## config.mk

```make
export PLATFORM = sky130hd
export DESIGN_NAME = mbox_tx_seq
export DESIGN_NICKNAME = d
export VERILOG_FILES = /design/src/rtl/mbox_tx_seq.sv
export SDC_FILE = /design/constraint.sdc
export NUM_CORES = 1
export LEC_CHECK = 0
export ABC_AREA = 1
export BUFFER_PORTS_ARGS = -buffer_cell sky130_fd_sc_hd__buf_2
export CORE_ASPECT_RATIO = 1.2
export CORE_MARGIN = 3
export CORE_UTILIZATION = 45
export CTS_CLUSTER_DIAMETER = 80
export DETAILED_ROUTE_END_ITERATION = 6
export PLACE_DENSITY_LB_ADDON = 0.08
export SYNTH_ARGS = -nofsm -noshare
export SYNTH_HDL_FRONTEND = slang
export SYNTH_SLANG_ARGS = --single-unit
```

## constraint.sdc

```tcl
create_clock -name clk -period 3.9 [get_ports clk]
set_input_delay 0.39 -clock clk [delete_from_list [all_inputs] [get_ports clk]]
set_output_delay 0.39 -clock clk [all_outputs]
set_load 0.05 [all_outputs]
```

## src/rtl/mbox_tx_seq.sv

```systemverilog
module mbox_tx_seq #(
  parameter int LEN_W = 10,
  parameter int RETRY = 4,
  parameter int DELAY = 3
) (
  input  logic             clk,
  input  logic             rst_n,
  input  logic             start,
  input  logic [LEN_W-1:0] len_bytes,
  input  logic [31:0]      tport_hdr,
  input  logic [31:0]      proto_hdr,
  input  logic             pl_valid,
  input  logic [31:0]      pl_data,
  output logic             pl_ready,
  output logic             reg_valid,
  output logic             reg_write,
  output logic [1:0]       reg_addr,
  output logic [31:0]      reg_wdata,
  input  logic             reg_ready,
  input  logic [31:0]      reg_rdata,
  output logic             busy,
  output logic             done,
  output logic [1:0]       err
);
  localparam int PW_W = LEN_W - 1;
  localparam int RC_W = $clog2(RETRY + 1);
  localparam int DC_W = $clog2(DELAY + 1);
  localparam logic [1:0] A_HOST = 2'd0, A_WIN = 2'd1, A_PEER = 2'd2;
  localparam int B_RDY = 4, B_RST = 3, B_DB = 2;
  localparam logic [31:0] M_RDY = 32'd1 << B_RDY;
  localparam logic [31:0] M_RST = 32'd1 << B_RST;
  localparam logic [31:0] M_DB  = 32'd1 << B_DB;
  localparam logic [1:0] E_OK = 2'd0, E_EMPTY = 2'd1, E_BIG = 2'd2, E_TMO = 2'd3;

  typedef enum logic [3:0] {
    S_IDLE, S_RD_FREE, S_POLL, S_DELAY, S_RD_A, S_WR_A, S_RD_B, S_WR_B,
    S_WR_H0, S_WR_H1, S_WR_PL, S_RD_D, S_WR_D, S_FIN
  } st_t;

  st_t              state, ret_q;
  logic [31:0]      hdr0_q, hdr1_q, hcsr_q;
  logic [LEN_W-1:0] len_q;
  logic [PW_W-1:0]  pw_q, cnt_q;
  logic [RC_W-1:0]  polls_q;
  logic [DC_W-1:0]  dly_q;
  logic             rst_done_q;

  wire acc = reg_valid && reg_ready;
  wire [PW_W-1:0]  pw_in = PW_W'(({1'b0, len_bytes} + (LEN_W+1)'(3)) >> 2);
  wire [LEN_W-1:0] total = LEN_W'(pw_q) + LEN_W'(1);
  wire [7:0] depth_f = reg_rdata[31:24];
  wire [7:0] wp_f    = reg_rdata[15:8];
  wire [8:0] room    = (depth_f > wp_f) ? (9'(depth_f) - 9'(wp_f)) : 9'd0;
  wire       fits    = (LEN_W+1)'(room) >= (LEN_W+1)'(total);

  assign busy     = state != S_IDLE;
  assign pl_ready = (state == S_WR_PL) && reg_ready;

  always_comb begin
    reg_valid = 1'b0;
    reg_write = 1'b0;
    reg_addr  = A_HOST;
    reg_wdata = '0;
    case (state)
      S_RD_FREE, S_RD_A, S_RD_B, S_RD_D: reg_valid = 1'b1;
      S_POLL: begin reg_valid = 1'b1; reg_addr = A_PEER; end
      S_WR_A: begin reg_valid = 1'b1; reg_write = 1'b1; reg_wdata = hcsr_q | M_RST | M_DB; end
      S_WR_B: begin reg_valid = 1'b1; reg_write = 1'b1; reg_wdata = (hcsr_q | M_RDY | M_DB) & ~M_RST; end
      S_WR_D: begin reg_valid = 1'b1; reg_write = 1'b1; reg_wdata = hcsr_q | M_DB; end
      S_WR_H0: begin reg_valid = 1'b1; reg_write = 1'b1; reg_addr = A_WIN; reg_wdata = hdr0_q; end
      S_WR_H1: begin reg_valid = 1'b1; reg_write = 1'b1; reg_addr = A_WIN; reg_wdata = hdr1_q; end
      S_WR_PL: begin reg_valid = pl_valid; reg_write = 1'b1; reg_addr = A_WIN; reg_wdata = pl_data; end
      default: ;
    endcase
  end

  always_ff @(posedge clk or negedge rst_n) begin
    if (!rst_n) begin
      state      <= S_IDLE;
      ret_q      <= S_IDLE;
      hdr0_q     <= '0;
      hdr1_q     <= '0;
      hcsr_q     <= '0;
      len_q      <= '0;
      pw_q       <= '0;
      cnt_q      <= '0;
      polls_q    <= '0;
      dly_q      <= '0;
      rst_done_q <= 1'b0;
      done       <= 1'b0;
      err        <= E_OK;
    end else begin
      done <= 1'b0;
      case (state)
        S_IDLE: if (start) begin
          len_q      <= len_bytes;
          hdr0_q     <= tport_hdr;
          hdr1_q     <= proto_hdr;
          pw_q       <= pw_in;
          rst_done_q <= 1'b0;
          if (pw_in == '0) begin
            done <= 1'b1;
            err  <= E_EMPTY;
          end else begin
            state <= S_RD_FREE;
          end
        end
        S_RD_FREE: if (acc) begin
          hcsr_q <= reg_rdata;
          if (fits) state <= S_WR_H0;
          else if (!rst_done_q) begin
            ret_q   <= S_RD_A;
            polls_q <= '0;
            state   <= S_POLL;
          end else begin
            state <= S_IDLE;
            done  <= 1'b1;
            err   <= E_BIG;
          end
        end
        S_POLL: if (acc) begin
          if (reg_rdata[B_RDY]) state <= ret_q;
          else if (polls_q == RC_W'(RETRY - 1)) begin
            state <= S_IDLE;
            done  <= 1'b1;
            err   <= E_TMO;
          end else begin
            polls_q <= polls_q + 1'b1;
            dly_q   <= '0;
            state   <= S_DELAY;
          end
        end
        S_DELAY: begin
          if (dly_q == DC_W'(DELAY - 1)) state <= S_POLL;
          else dly_q <= dly_q + 1'b1;
        end
        S_RD_A: if (acc) begin hcsr_q <= reg_rdata; state <= S_WR_A; end
        S_WR_A: if (acc) begin ret_q <= S_RD_B; polls_q <= '0; state <= S_POLL; end
        S_RD_B: if (acc) begin hcsr_q <= reg_rdata; state <= S_WR_B; end
        S_WR_B: if (acc) begin rst_done_q <= 1'b1; state <= S_RD_FREE; end
        S_WR_H0: if (acc) state <= S_WR_H1;
        S_WR_H1: if (acc) begin
          cnt_q <= '0;
          state <= (pw_q == PW_W'(1)) ? S_RD_D : S_WR_PL;
        end
        S_WR_PL: if (acc) begin
          if (cnt_q == pw_q - PW_W'(2)) state <= S_RD_D;
          else cnt_q <= cnt_q + 1'b1;
        end
        S_RD_D: if (acc) begin hcsr_q <= reg_rdata; state <= S_WR_D; end
        S_WR_D: if (acc) begin ret_q <= S_FIN; polls_q <= '0; state <= S_POLL; end
        S_FIN: begin
          state <= S_IDLE;
          done  <= 1'b1;
          err   <= E_OK;
        end
        default: state <= S_IDLE;
      endcase
    end
  end

  assert_done_pulse_R9: assert property (@(posedge clk) disable iff (!rst_n)
    done |=> !done);

  assert_req_hold_R11: assert property (@(posedge clk) disable iff (!rst_n)
    (reg_valid && !reg_ready) |=> (reg_valid && $stable(reg_addr) && $stable(reg_write) && $stable(reg_wdata)));

  assert_poll_bound_R8: assert property (@(posedge clk) disable iff (!rst_n)
    (state == S_POLL) |-> (polls_q < RC_W'(RETRY)));

  assert_empty_quiet_R2: assert property (@(posedge clk) disable iff (!rst_n)
    (done && err == E_EMPTY) |-> ($past(state) == S_IDLE && !$past(reg_valid)));

  assert_busy_ignore_R10: assert property (@(posedge clk) disable iff (!rst_n)
    (busy && start) |=> $stable(len_q));
endmodule

```

==> results of run 1 <==
[logic make-up after synthesis]
kind of cell / count (synthesis)
and+or+nand+nor: 685
adders and majority gates: 26
DFF: 129
xor gates and xnor gates: 21
muxes: 1
AOI/OAI and AO/OA: 96
buffers and inverters: 121
[power groups by stage]
stage | clock network (mW) | registers, mW | logic (mW)
6_report | 1.49 | 2.25 | 3.22
5_1_grt | 1.58 | 2.32 | 3.60
4_1_cts | 1.52 | 2.24 | 3.25
3_5_place_dp | 0 | 2.26 | 3.24
3_3_place_gp | 0 | 2.24 | 3.20
2_1_floorplan | 0 | 2.21 | 2.46
[layer usage]
| layer | GRT usage | share of wire |
|---|---|---|
| met1 | 0.312 | 0.43 |
| met2 | 0.416 | 0.48 |
| met3 | 0.0666 | 0.059 |
| met4 | 0.0841 | 0.026 |
| met5 | 0 | 0.0018 |
[through the flow]
step	hold slack, ps	cells
floorplan	94.4	1079
global placement	448	1443
detailed placement	453	1443
CTS	111	1475
global route	152	1476
finish	78.1	1476
[placed cells by master, fill, tap and decap left out, drive strengths merged, types with 3 or more instances in the layout]
cell	netlist	layout
clkinvlp	0	7
inv	80	84
nor3b	3	3
a21oi	17	17
or2	4	4
ha	25	25
clkbuf	26	19
nand3	54	54
xnor2	10	10
nand4	45	45
nand3b	3	3
o211ai	3	3
dfrtp	129	129
xor2	11	11
nand2	503	503
clkinv	1	3
buf	14	192
nor3	5	5
o21ai	69	69
nor2	68	68
[area by class of cell]
cell class / count / area [um^2]
Clock buffer: 19 / 443
Timing Repair Buffer: 192 / 1000
Fill cell: 1716 / 7150
Tap cell: 212 / 265
Inverter: 81 / 307
Sequential cell: 129 / 3230
Antenna cell: 1 / 2.50
Clock inverter: 13 / 104
Multi-Input combinational cell: 829 / 3960
[critical path: stages (launching register included)]
cell and delay (ps):
dfrtp_1 460, inv_2 70, nor2_1 180, inv_2 80
nor2_1 190, nor2_2 100, inv_1 620, o21ai_0 330
nand4_1 140, buf_2 270
[state kept, by name (all words and copies together), names as in the netlist, 3 cells and up]
| register | count |
|---|---|
| ret_q | 3 |
| cnt_q | 9 |
| hcsr_q | 31 |
| hdr1_q | 32 |
| state | 4 |
| polls_q | 3 |
| hdr0_q | 32 |
| pw_q | 9 |
[worst min path at each step]
stage	start	endpoint	slack [ps]
4_1_cts	rst_n	cnt_q[1]$_DFFE_PN0P_	110
6_report	rst_n	cnt_q[1]$_DFFE_PN0P_	80
2_1_floorplan	rst_n	cnt_q[0]$_DFFE_PN0P_	90
3_5_place_dp	hcsr_q[27]$_DFFE_PN0P_	hcsr_q[27]$_DFFE_PN0P_	450
3_3_place_gp	hcsr_q[7]$_DFFE_PN0P_	hcsr_q[7]$_DFFE_PN0P_	450
5_1_grt	rst_n	cnt_q[1]$_DFFE_PN0P_	150
==> metrics.md, run 1 <==
| Metric | Value |
|---|---|
| Initial Utilization | 0.465 |
| Top cells by area, synth | dfrtp_1, nand2_1, ha_1, nand4_1, nand3_1 |
| Yosys warns | 0 |
| Final core utilization | 0.565 |
| Post-Synth XOR/XNOR Area | 0.0240 |
| WL final | 22.7 mm |
| PostCTS Resize Cnt | 0 |
| Minimum clock period | 3250 ps |
| TritonCTS Buffers | 17 |
| Final net count | 1419 |
| Post-synth EDFFs | 0 |
| PnR worst setup slack | between 600 and 700 ps |
| First-pass GRT wire length | 37.1 mm |
| Prevailing post-synth register cell | dfrtp_1 |
| Worst-skew pair later-pin latency | roughly 420 ps |
| Top cells by instance count after synthesis | nand2_1, dfrtp_1, inv_1 |
| Post-CTS setup buffers | 0 |
| Placement Setup Slack | 341 ps |
| Post-synthesis sequential area ratio | 0.422 |
| CP startpoint | state[2]$_DFFE_PN0P_ |
| Synth cell types | 39 |
| Post-synthesis mux area share | 0.00147 |
| Unrepaired setup endpoints after global routing | no |
| Sw Ratio | 0.473 |
| Total grt overflow | 0 |
| Synth Area in Adders | 0.0435 |
| Worst-path clk slew | 60 ps |
| Most frequent cell after synthesis | nand2_1 |
| Final Power | 6.96 mW |
| Leakage Power | roughly 5.1 nW |
| Worst R2R Path Depth | 16 |
| All-Layer GR Usage | 0.248 |
| Die area | 18600 um^2 |
| Worst R2R Start | pw_q[0]$_DFFE_PN0P_ |
| IO buf count | 182 |
| #FFs+latches synth | 129 |
| Syn Nets | 1248 |
| Cts hold-fix bufs | 0 |
| Remaining antenna violation count | 0 |
| CTS max path bufs | 2 |
| Largest family of logic cells by synthesized area | simple AND/OR/NAND/NOR gates |
| DP Area | 8760 um^2 |
| Async SR Flop Fraction | 1.00 |
| Die Wd | 125 um |
| Comb power frac | 0.462 |
| Run status | complete, no violations |
| H-tree Lvls | 4 |
| Final hold vios | 0 |
| Crit path capture | reg_wdata[18] |
| Synth Instances | about 1.1k |
| P&R area growth vs syn | 21.6% |
| Root Buffer | clkbuf_16 |
| Largest net degree at the start of global routing | 97 |
| Placer Congestion | 0.887 |
| Worst EP required | between 3000 and 4000 ps |
| Post-Layout Inst Area | a little over 9000 um^2 |
| P_int | 3.67 mW |
| Critical Path AT | 2860 ps |
| WL/cell | between 15 and 20 um |
| Initial antenna violation count | 4 |
| Critical Path Fanout Max | 31 |
| Row cnt | between 50 and 60 |
| Die Y | 149 um |
| 1st-pass router iterations | 5 |
| Post-synthesis simple-gate area fraction | 0.378 |
| Reg power frac | 0.323 |
| Drc violations | 0 |
| Worst-margin pin slew | 925 ps |
| NetSw | around 3.3 mW |
| Setup TNS after final layout | 0 ps |
| Clock sinks | 129 |
| Max_cap viols | 0 |
| Hold crit path type | in -> async |
| Synth Area in Compound Gates | 0.0677 |
| Clock power share | 0.214 |
| Post-DP HPWL | 16.5 mm |
| Share of the synthesized area in the top cell type | 0.422 |
| Initial DRC count | 503 |
| Ratio of cells with drive above 1 in the final layout | 0.213 |
| Core area | 16500 um^2 |
| Setup Viol. Count Final | 0 |
| Dominant cell type by area after synthesis | dfrtp_1 |
| Peak supply drop | 0.336 mV |
| Power per cell area | about 750 nW/um^2 |
| Clock Skew | 8.81 ps |
| Vias per cell | between 5 and 6 |
| Kind of end point of the critical path | output pin |
| CTS tree | built |
| Mapped Avg Cell Area | around 7.1 um^2 |
| Highest clock rate | 308 MHz |
| Worst r2r dst | ret_q[1]$_DFFE_PN0P_ |
| Post-Syn Area | between 7000 and 8000 um^2 |
| Max-slew violation count | 0 |
| CP Class | reg -> out |
| # IOs | 184 |
| Vias | around 7.5k |
| CP Launch Type | flop |
| Final Cycle Share | 0.833 |
| Worst slew margin | 0.382 |
| Vias in the first global route | approximately 7.5k |
| FF-to-FF setup slack | 1100 ps |
Note: power is estimated with default switching activity, not from simulation.
==> run 2, diff against run 1 <==
--- a/config.mk
+++ b/config.mk
@@ -5,7 +5,7 @@
 export SDC_FILE = /design/constraint.sdc
 export NUM_CORES = 1
 export LEC_CHECK = 0
-export ABC_AREA = 1
+export ABC_AREA = 0
 export BUFFER_PORTS_ARGS = -buffer_cell sky130_fd_sc_hd__buf_2
 export CORE_ASPECT_RATIO = 1.2
 export CORE_MARGIN = 3
==> constraint.sdc (replaced) <==
create_clock -name clk -period 3.1 [get_ports clk]
set_input_delay 0.31 -clock clk [delete_from_list [all_inputs] [get_ports clk]]
set_output_delay 0.31 -clock clk [all_outputs]
set_load 0.05 [all_outputs]
==> run 2 against run 1 <==
The run now ends with negative setup slack left; synthesized cell count is 33% lower; sequential power increased by 34%; clock skew is essentially flat; sequential share of layout area decreased by 0.64 points; routed wire length shrank 7.9%; global-route usage decreased by 0.87 points; flip-flop and latch count stayed put; area after synthesis fell by 4.6%; critical endpoint is now polls_q[2]$_DFFE_PN0P_; largest cell class unchanged; highest routed layer unchanged.
==> metrics.md, run 2 <==
| Metric | Value |
|---|---|
| Run status | finished with violations |
| Failing checks | negative setup slack |
| Min-Delay Path Depth | 2 |
| Synth Area in Compound Gates | 0.145 (+0.0771) |
| Largest net degree at the start of global routing | 62 (-36%) |
| Critical Path Fanout Max | 3 (-90%) |
| Ant diodes | 0 (-1) |
| WL/cell | 18.2 um (+19%) |
| Vias per cell | 5.55 (+8.7%) |
| Prevailing post-synth register cell | dfrtp_1 |
| First-pass GRT wire length | 34.0 mm (-8.2%) |
| CP Class | in -> reg |
| Synth Instances | 722 (-33%) |
| TritonCTS Buffers | 17 (unchanged) |
| CP Cell Sequence | buf_8 > clkinv_4 > ha_4 > nor2b_4 > o21ai_1 > nand2b_1 > a2111o_1 > a31oi_4 > nor2b_2 > o21bai_1 > ha_1 > nand2b_4 > a21o_1 > a21oi_2 > o211ai_1 > a21oi_2 > o21a_1 > mux2_4 |
| Initial Utilization | 0.463 (-0.00179) |
| # IOs | 184 (unchanged) |
| Post-synthesis mux area share | 0.149 (+0.147) |
| Top cells by area, synth | dfrtp_1, mux2_2, nand2_1, ha_1, a222oi_1 |
| CP Launch Type | input port |
| Max incr delay on CP | 460 ps (-160 ps) |
| Ratio of cells with drive above 1 in the final layout | 0.407 (+0.194) |
| Busiest grt layer | met2 |
| Max_cap viols | 0 (unchanged) |
| Met2 GRT Util | 0.396 (-0.0204) |
| All-Layer GR Usage | 0.239 (-0.00871) |
| Die area | 17800 um^2 (-4.4%) |
| Commonest cells after routing, fill and taps aside | buf_2, dfrtp_1, nand2_1, mux2_2, buf_4 |
| CTS tree | built |
| Root Buffer | clkbuf_16 |
| Final net count | 1093 (-23%) |
| CTS max path bufs | 2 (unchanged) |
| Placer Congestion | 0.902 (+1.6%) |
| Most frequent cell after synthesis | dfrtp_1 |
| PnR worst setup slack | -26.3 ps (-676 ps) |
| Drc violations | 0 (unchanged) |
| P&R area growth vs syn | 29.9% |
| Comb power frac | 0.442 (-0.020) |
| CP max stage cell | a2111o_1 |
| Sw Ratio | 0.396 (-0.0764) |
| Hold crit path type | in -> reg |
| Setup Viol. Count Final | 2 (+2) |
| Post-Syn Area | 7300 um^2 (-4.6%) |
| Worst-margin pin slew | 513 ps (-412 ps) |
| Row cnt | 50 (-2.0%) |
| Total grt overflow | 0 (unchanged) |
| Clock power share | 0.237 (+0.023) |
| Core area | 15800 um^2 (-4.2%) |
| P_int | 5.64 mW (+54%) |
| Worst R2R Path Depth | 11 (-5) |
| Syn Nets | 891 (-29%) |
| Dominant cell type by area after synthesis | dfrtp_1 |
| H-tree Lvls | 4 (unchanged) |
| Leading registers by flop count | hdr0_q x32, hdr1_q x32, hcsr_q x31 |
| Async SR Flop Fraction | 1.00 (unchanged) |
| NetSw | 3.71 mW (+13%) |
| Post-synthesis sequential area ratio | 0.442 (+0.0204) |
| Highest clock rate | 320 MHz |
| Post-synth EDFFs | 0 (unchanged) |
| Top cells by instance count after synthesis | dfrtp_1, nand2_1, mux2_2 |
| Critical Path AT | 3430 ps (+570 ps) |
| Largest family of logic cells by synthesized area | multiplexers |
| Peak supply drop | 0.543 mV (+62%) |
| Yosys warns | 0 (unchanged) |
| Leakage Power | 4.60 nW (-10%) |
| WL final | 20.9 mm (-7.9%) |
| Worst slew margin | 0.653 (+0.272) |
| Post-DP HPWL | 15.3 mm (-7.3%) |
| Final Cycle Share | 1.01 |
| Initial DRC count | 539 (+7.2%) |
| Worst-path clk slew | 60 ps (about the same) |
| Initial antenna violation count | 4 (unchanged) |
| Post-synthesis simple-gate area fraction | 0.144 (-0.234) |
| Worst-skew pair later-pin latency | 420 ps (about the same) |
| Mapped Avg Cell Area | 10.1 um^2 (+43%) |
| Unrepaired setup endpoints after global routing | yes |
| Met1 Track Usage GR | 0.285 (-0.0266) |
| Remaining antenna violation count | 0 (unchanged) |
| Minimum clock period | 3130 ps |
| Die Wd | 122 um (-2.2%) |
| IO buf count | 182 (unchanged) |
| Clock sinks | 129 (unchanged) |
| Synth cell types | 63 (+62%) |
| Grt met3 use | 0.0883 (+0.0216) |
| Final Power | 9.35 mW (+34%) |
| Kind of end point of the critical path | flop |
| Worst EP required | 3400 ps (-110 ps) |
| Vias in the first global route | 6789 (-9.2%) |
| Most common cell after layout, fill and taps aside | buf_2 |
| Final hold vios | 0 (unchanged) |
| Post-Synth XOR/XNOR Area | 0.0360 (+0.0120) |
| Placement Setup Slack | -498 ps (-839 ps) |
| Synth Area in Adders | 0.0456 (+0.00210) |
| Max-slew violation count | 0 (unchanged) |
| Vias | 6356 (-16%) |
| Clock Skew | 8.48 ps (-0.335 ps) |
| Power per cell area | 985 nW/um^2 (+32%) |
| Die Y | 146 um (-2.2%) |
| 1st-pass router iterations | 6 (+1) |
| Share of the synthesized area in the top cell type | 0.442 (+0.0204) |
| Reg power frac | 0.322 (about the same) |
| #FFs+latches synth | 129 (unchanged) |
| Top cell by count, worst path | a21oi_2 |
==> run 2: cell count changes after synthesis, moves of 9 or more <==
cell	before	now
mux2_2	0	88
o21ai_1	20	4
o21ai_0	49	35
nor2b_1	0	11
nand3_1	52	12
nand2b_1	0	12
nor2_1	58	29
nand2_1	491	117
and2_1	0	9
inv_2	12	0
nand4_1	44	4
a222oi_1	0	29
inv_1	67	27
==> run 2: stage by stage <==
step,hold slack (ps),TNS [ps],std cells,instance area (um^2),utilization
6_report,116,-33.9,1145,9490,0.602
5_1_grt,98.4,-634,1145,9490,0.602
4_1_cts,96.1,0,1141,9370,0.594
3_5_place_dp,285,-3440,1108,8710,0.553
3_3_place_gp,280,-2570,1108,8710,0.553
2_1_floorplan,14.4,-454,722,7360,-
==> run 2: cells by family after synthesis <==
family	Yosys count
mux	97
simple gates	225
fa+ha+maj	26
buf+inv	70
compound gates	145
flops	129
xor+xnor	30
==> run 2: critical path, delay by kind of cell <==
family / cells / cell delay, ps
AND/OR/NAND/NOR: 4 / 430
multiplexers: 1 / 310
buffers and inverters: 2 / 120
AO/OA/AOI/OAI: 9 / 1810
adder cells (fa/ha/maj): 2 / 450
==> run 2: worst paths after layout <==
check | from | end | slack (ps)
setup reg to reg | pw_q[1]$_DFFE_PN0P_ | polls_q[2]$_DFFE_PN0P_ | 370
setup / recovery | reg_rdata[9] | polls_q[2]$_DFFE_PN0P_ | -30
min in group asynchronous | rst_n | pw_q[5]$_DFFE_PN0P_ | 390
hold reg to reg | polls_q[0]$_DFFE_PN0P_ | polls_q[0]$_DFFE_PN0P_ | 480
hold / removal | tport_hdr[13] | hdr0_q[13]$_DFFE_PN0P_ | 120
max in group asynchronous | rst_n | hdr1_q[8]$_DFFE_PN0P_ | 1850
==> run 2: timing repair <==
action | in CTS | in global routing
hold endpoints to repair | 32 | 0
gates resized for setup | 2 | 19
pin swaps | 2 | 14
endpoints found under the setup margin | 4 | 6
hold buffers | 1 | 0
setup buffers | 0 | 4
==> run 2: layout make-up <==
type,instances,area (um^2)
timing repair buffer,226,1300
fill,1372,6280
clock inverter,12,205
sequential,129,3230
clock buffer,20,437
multi-input combinational,523,3950
tap,208,260
inverter,27,106
==> run 2: per-layer routing <==
metal / part of all wire / vias up
met5: 0.0015 / -
met4: 0.023 / 8
met3: 0.084 / 42
met2: 0.49 / 226
met1: 0.40 / 3086
li1: - / 2994
==> run 2: power by group through the flow <==
stage	logic (mW)	clock network, mW	registers (mW)
after floorplan	3.08	0	2.85
after global placement	3.93	0	2.96
after detailed placement	4.03	0	3.02
after CTS	4.07	2.25	3.00
after global routing	4.51	2.33	3.09
final	4.13	2.21	3.01
==> run 3, diff against run 2 <==
--- a/config.mk
+++ b/config.mk
@@ -10,8 +10,10 @@
 export CORE_ASPECT_RATIO = 1.2
 export CORE_MARGIN = 3
 export CORE_UTILIZATION = 45
+export CTS_BUF_LIST = sky130_fd_sc_hd__clkbuf_8 sky130_fd_sc_hd__clkbuf_16
 export CTS_CLUSTER_DIAMETER = 80
 export DETAILED_ROUTE_END_ITERATION = 6
+export GPL_TIMING_DRIVEN = 0
 export PLACE_DENSITY_LB_ADDON = 0.08
 export SYNTH_ARGS = -nofsm -noshare
 export SYNTH_HDL_FRONTEND = slang
==> run 3 against run 2 <==
The run still ends with negative setup slack left; hold slack improved by 5.4 ps; sequential power fell by 2%; first-iteration DRC count fell by 22%; largest power group unchanged.
==> metrics.md, run 3 (same netlist as run 2, synthesis figures left out) <==
| Metric | Value |
|---|---|
| All-Layer GR Usage | 0.257 (+0.0181) |
| WL final | 22.3 mm (+6.8%) |
| CP Class | in -> reg |
| Post-DP HPWL | 16.7 mm (+9.3%) |
| Hold WS | 121 ps (+5.40 ps) |
| # IOs | 184 (unchanged) |
| Clock Skew | 7.04 ps (-1.44 ps) |
| TritonCTS Buffers | 17 (unchanged) |
| Unrepaired setup endpoints after global routing | yes |
| PnR worst setup slack | -183 ps (-157 ps) |
| 1st-pass router iterations | 6 (unchanged) |
| Worst-margin pin slew | 802 ps (+289 ps) |
| First-pass GRT wire length | 36.1 mm (+6.0%) |
| Die Wd | 122 um (unchanged) |
| H-tree Lvls | 4 (unchanged) |
| Leading registers by flop count | hdr0_q x32, hdr1_q x32, hcsr_q x31 |
| Placer Congestion | 0.883 (-2.0%) |
| Initial DRC count | 421 (-22%) |
| WL/cell | 19.3 um (+6.0%) |
| Worst slew margin | 0.465 (-0.188) |
| Critical Path Fanout Max | 6 (+3) |
| Placed cells | 1111 (+0.27%) |
| Run status | finished with violations |
| Max incr delay on CP | 450 ps (about the same) |
| Placement Setup Slack | -732 ps (-234 ps) |
| Final hold vios | 0 (unchanged) |
| CTS tree | built |
| Final net count | 1101 (+0.73%) |
| Minimum clock period | 3280 ps (+157 ps) |
| Worst-skew pair later-pin latency | 420 ps (about the same) |
| Drc violations | 0 (unchanged) |
| CP max stage cell | a2111o_1 |
| Most common cell after layout, fill and taps aside | buf_2 |
| Final Power | 9.18 mW (-1.8%) |
| Leakage Power | 4.53 nW (-1.5%) |
| Peak supply drop | 0.495 mV (-8.8%) |
| Top cell by count, worst path | ha_4 |
| CP Launch Type | input port |
| P&R area growth vs syn | 28.0% |
| Initial antenna violation count | 2 (-2) |
| Total grt overflow | 0 (unchanged) |
| Commonest cells after routing, fill and taps aside | buf_2, dfrtp_1, nand2_1, mux2_2, o21ai_0 |
| Vias in the first global route | 7003 (+3.2%) |
| Highest clock rate | 305 MHz (-4.8%) |
| Failing checks | negative setup slack |
| CTS max path bufs | 2 (unchanged) |
| Remaining antenna violation count | 0 (unchanged) |
| Non-Filler Instances | 1154 (+0.79%) |
| Setup Viol. Count Final | 6 (+4) |
| Ratio of cells with drive above 1 in the final layout | 0.392 (-0.0151) |
| Kind of end point of the critical path | flop |
| Die Y | 146 um (unchanged) |
| CP Cell Sequence | buf_8 > inv_6 > ha_4 > nor2b_4 > o21ai_2 > nand2b_1 > a2111o_1 > a31oi_4 > o21ai_4 > and2_4 > ha_4 > a21o_1 > a211oi_2 > o211ai_1 > a21oi_2 > o21a_1 > mux2_4 |
| Root Buffer | clkbuf_16 |
| Worst EP required | 3400 ps (about the same) |
| Max-slew violation count | 0 (unchanged) |
| Core area | 15800 um^2 (unchanged) |
| Final Cycle Share | 1.06 (+0.0507) |
| Vias per cell | 5.57 (+0.38%) |
| Power per cell area | 982 nW/um^2 (-0.31%) |
| Hold crit path type | in -> reg |
| Largest net degree at the start of global routing | 68 (+9.7%) |
| Max_cap viols | 0 (unchanged) |
| Initial Utilization | 0.463 (unchanged) |
| Row cnt | 50 (unchanged) |
| Vias | 6430 (+1.2%) |
| Worst-path clk slew | 60 ps (about the same) |
| Die area | 17800 um^2 (unchanged) |
| Critical Path AT | 3580 ps (+150 ps) |
| IO buf count | 180 (-1.1%) |
| Clock sinks | 129 (unchanged) |
==> run 3: cell types whose count changed in the layout (fill, tap and decap cells not counted), sizes merged <==
cell and change:
inv +3, diode +1, buf -21, clkinv +2, clkbuf +27, bufinv -3
==> run 3: worst paths after layout <==
kind                                           from                endpoint  slack [ps]  cells past startpoint
worst max-delay path                   reg_rdata[9]  polls_q[2]$_DFFE_PN0P_        -180                     17
worst min-delay path                   reg_rdata[1]   hcsr_q[1]$_DFFE_PN0P_         120                      2
worst max register to register  pw_q[0]$_DFFE_PN0P_  polls_q[2]$_DFFE_PN0P_         180                     10
worst min register to register   err[0]$_DFFE_PN0P_      err[0]$_DFFE_PN0P_         480                      1
max in group asynchronous                     rst_n   hdr1_q[9]$_DFFE_PN0P_        1910                      3
min in group asynchronous                     rst_n    cnt_q[5]$_DFFE_PN0P_         440                      2
==> run 3: cell type report <==
class / count / area (um^2)
Fill cell: 1426 / 6420
Multi-Input combinational cell: 523 / 3940
Antenna cell: 1 / 2.50
Sequential cell: 129 / 3230
Timing Repair Buffer: 192 / 1040
Tap cell: 208 / 260
Buffer: 42 / 193
Clock buffer: 18 / 439
Clock inverter: 14 / 141
Inverter: 27 / 106
==> run 3: metal layers <==
layer / share of wire / track usage
met1: 0.40 / 0.302
met4: 0.016 / 0.0650
met5: 0.00031 / 0
met2: 0.51 / 0.453
met3: 0.074 / 0.0793
==> run 3: through the flow <==
stage / util / setup TNS, ps / cell area, um^2
after floorplan: - / -454 / 7360
after global placement: 0.541 / -6690 / 8520
after detailed placement: 0.543 / -6890 / 8560
after CTS: 0.586 / -248 / 9250
after global routing: 0.593 / -1920 / 9350
final: 0.593 / -778 / 9350
==> run 3: worst max-delay path: cells and delay by family <==
| family | cells | cell delay [ps] |
|---|---|---|
| AO/OA/AOI/OAI | 9 | 2030 |
| adder cells (fa/ha/maj) | 2 | 420 |
| AND/OR/NAND/NOR | 3 | 360 |
| multiplexers | 1 | 310 |
| buffers and inverters | 2 | 160 |
==> run 3: timing repair <==
| item | CTS | global route |
|---|---|---|
| endpoints found under the hold margin | 62 | 0 |
| hold buffers | 1 | 0 |
| endpoints found under the setup margin | 40 | 42 |
| buffers inserted | 6 | 4 |
| cloned | 0 | 0 |
| pin swaps | 3 | 13 |
| gates resized for setup | 24 | 18 |
==> run 3: power by group <==
group          switching [mW]  internal, mW  total, mW  leakage (nW)
registers               0.478          2.48       2.95          1.57
clock network           0.789          1.20       1.99         0.289
logic                    2.53          1.71       4.24          2.67
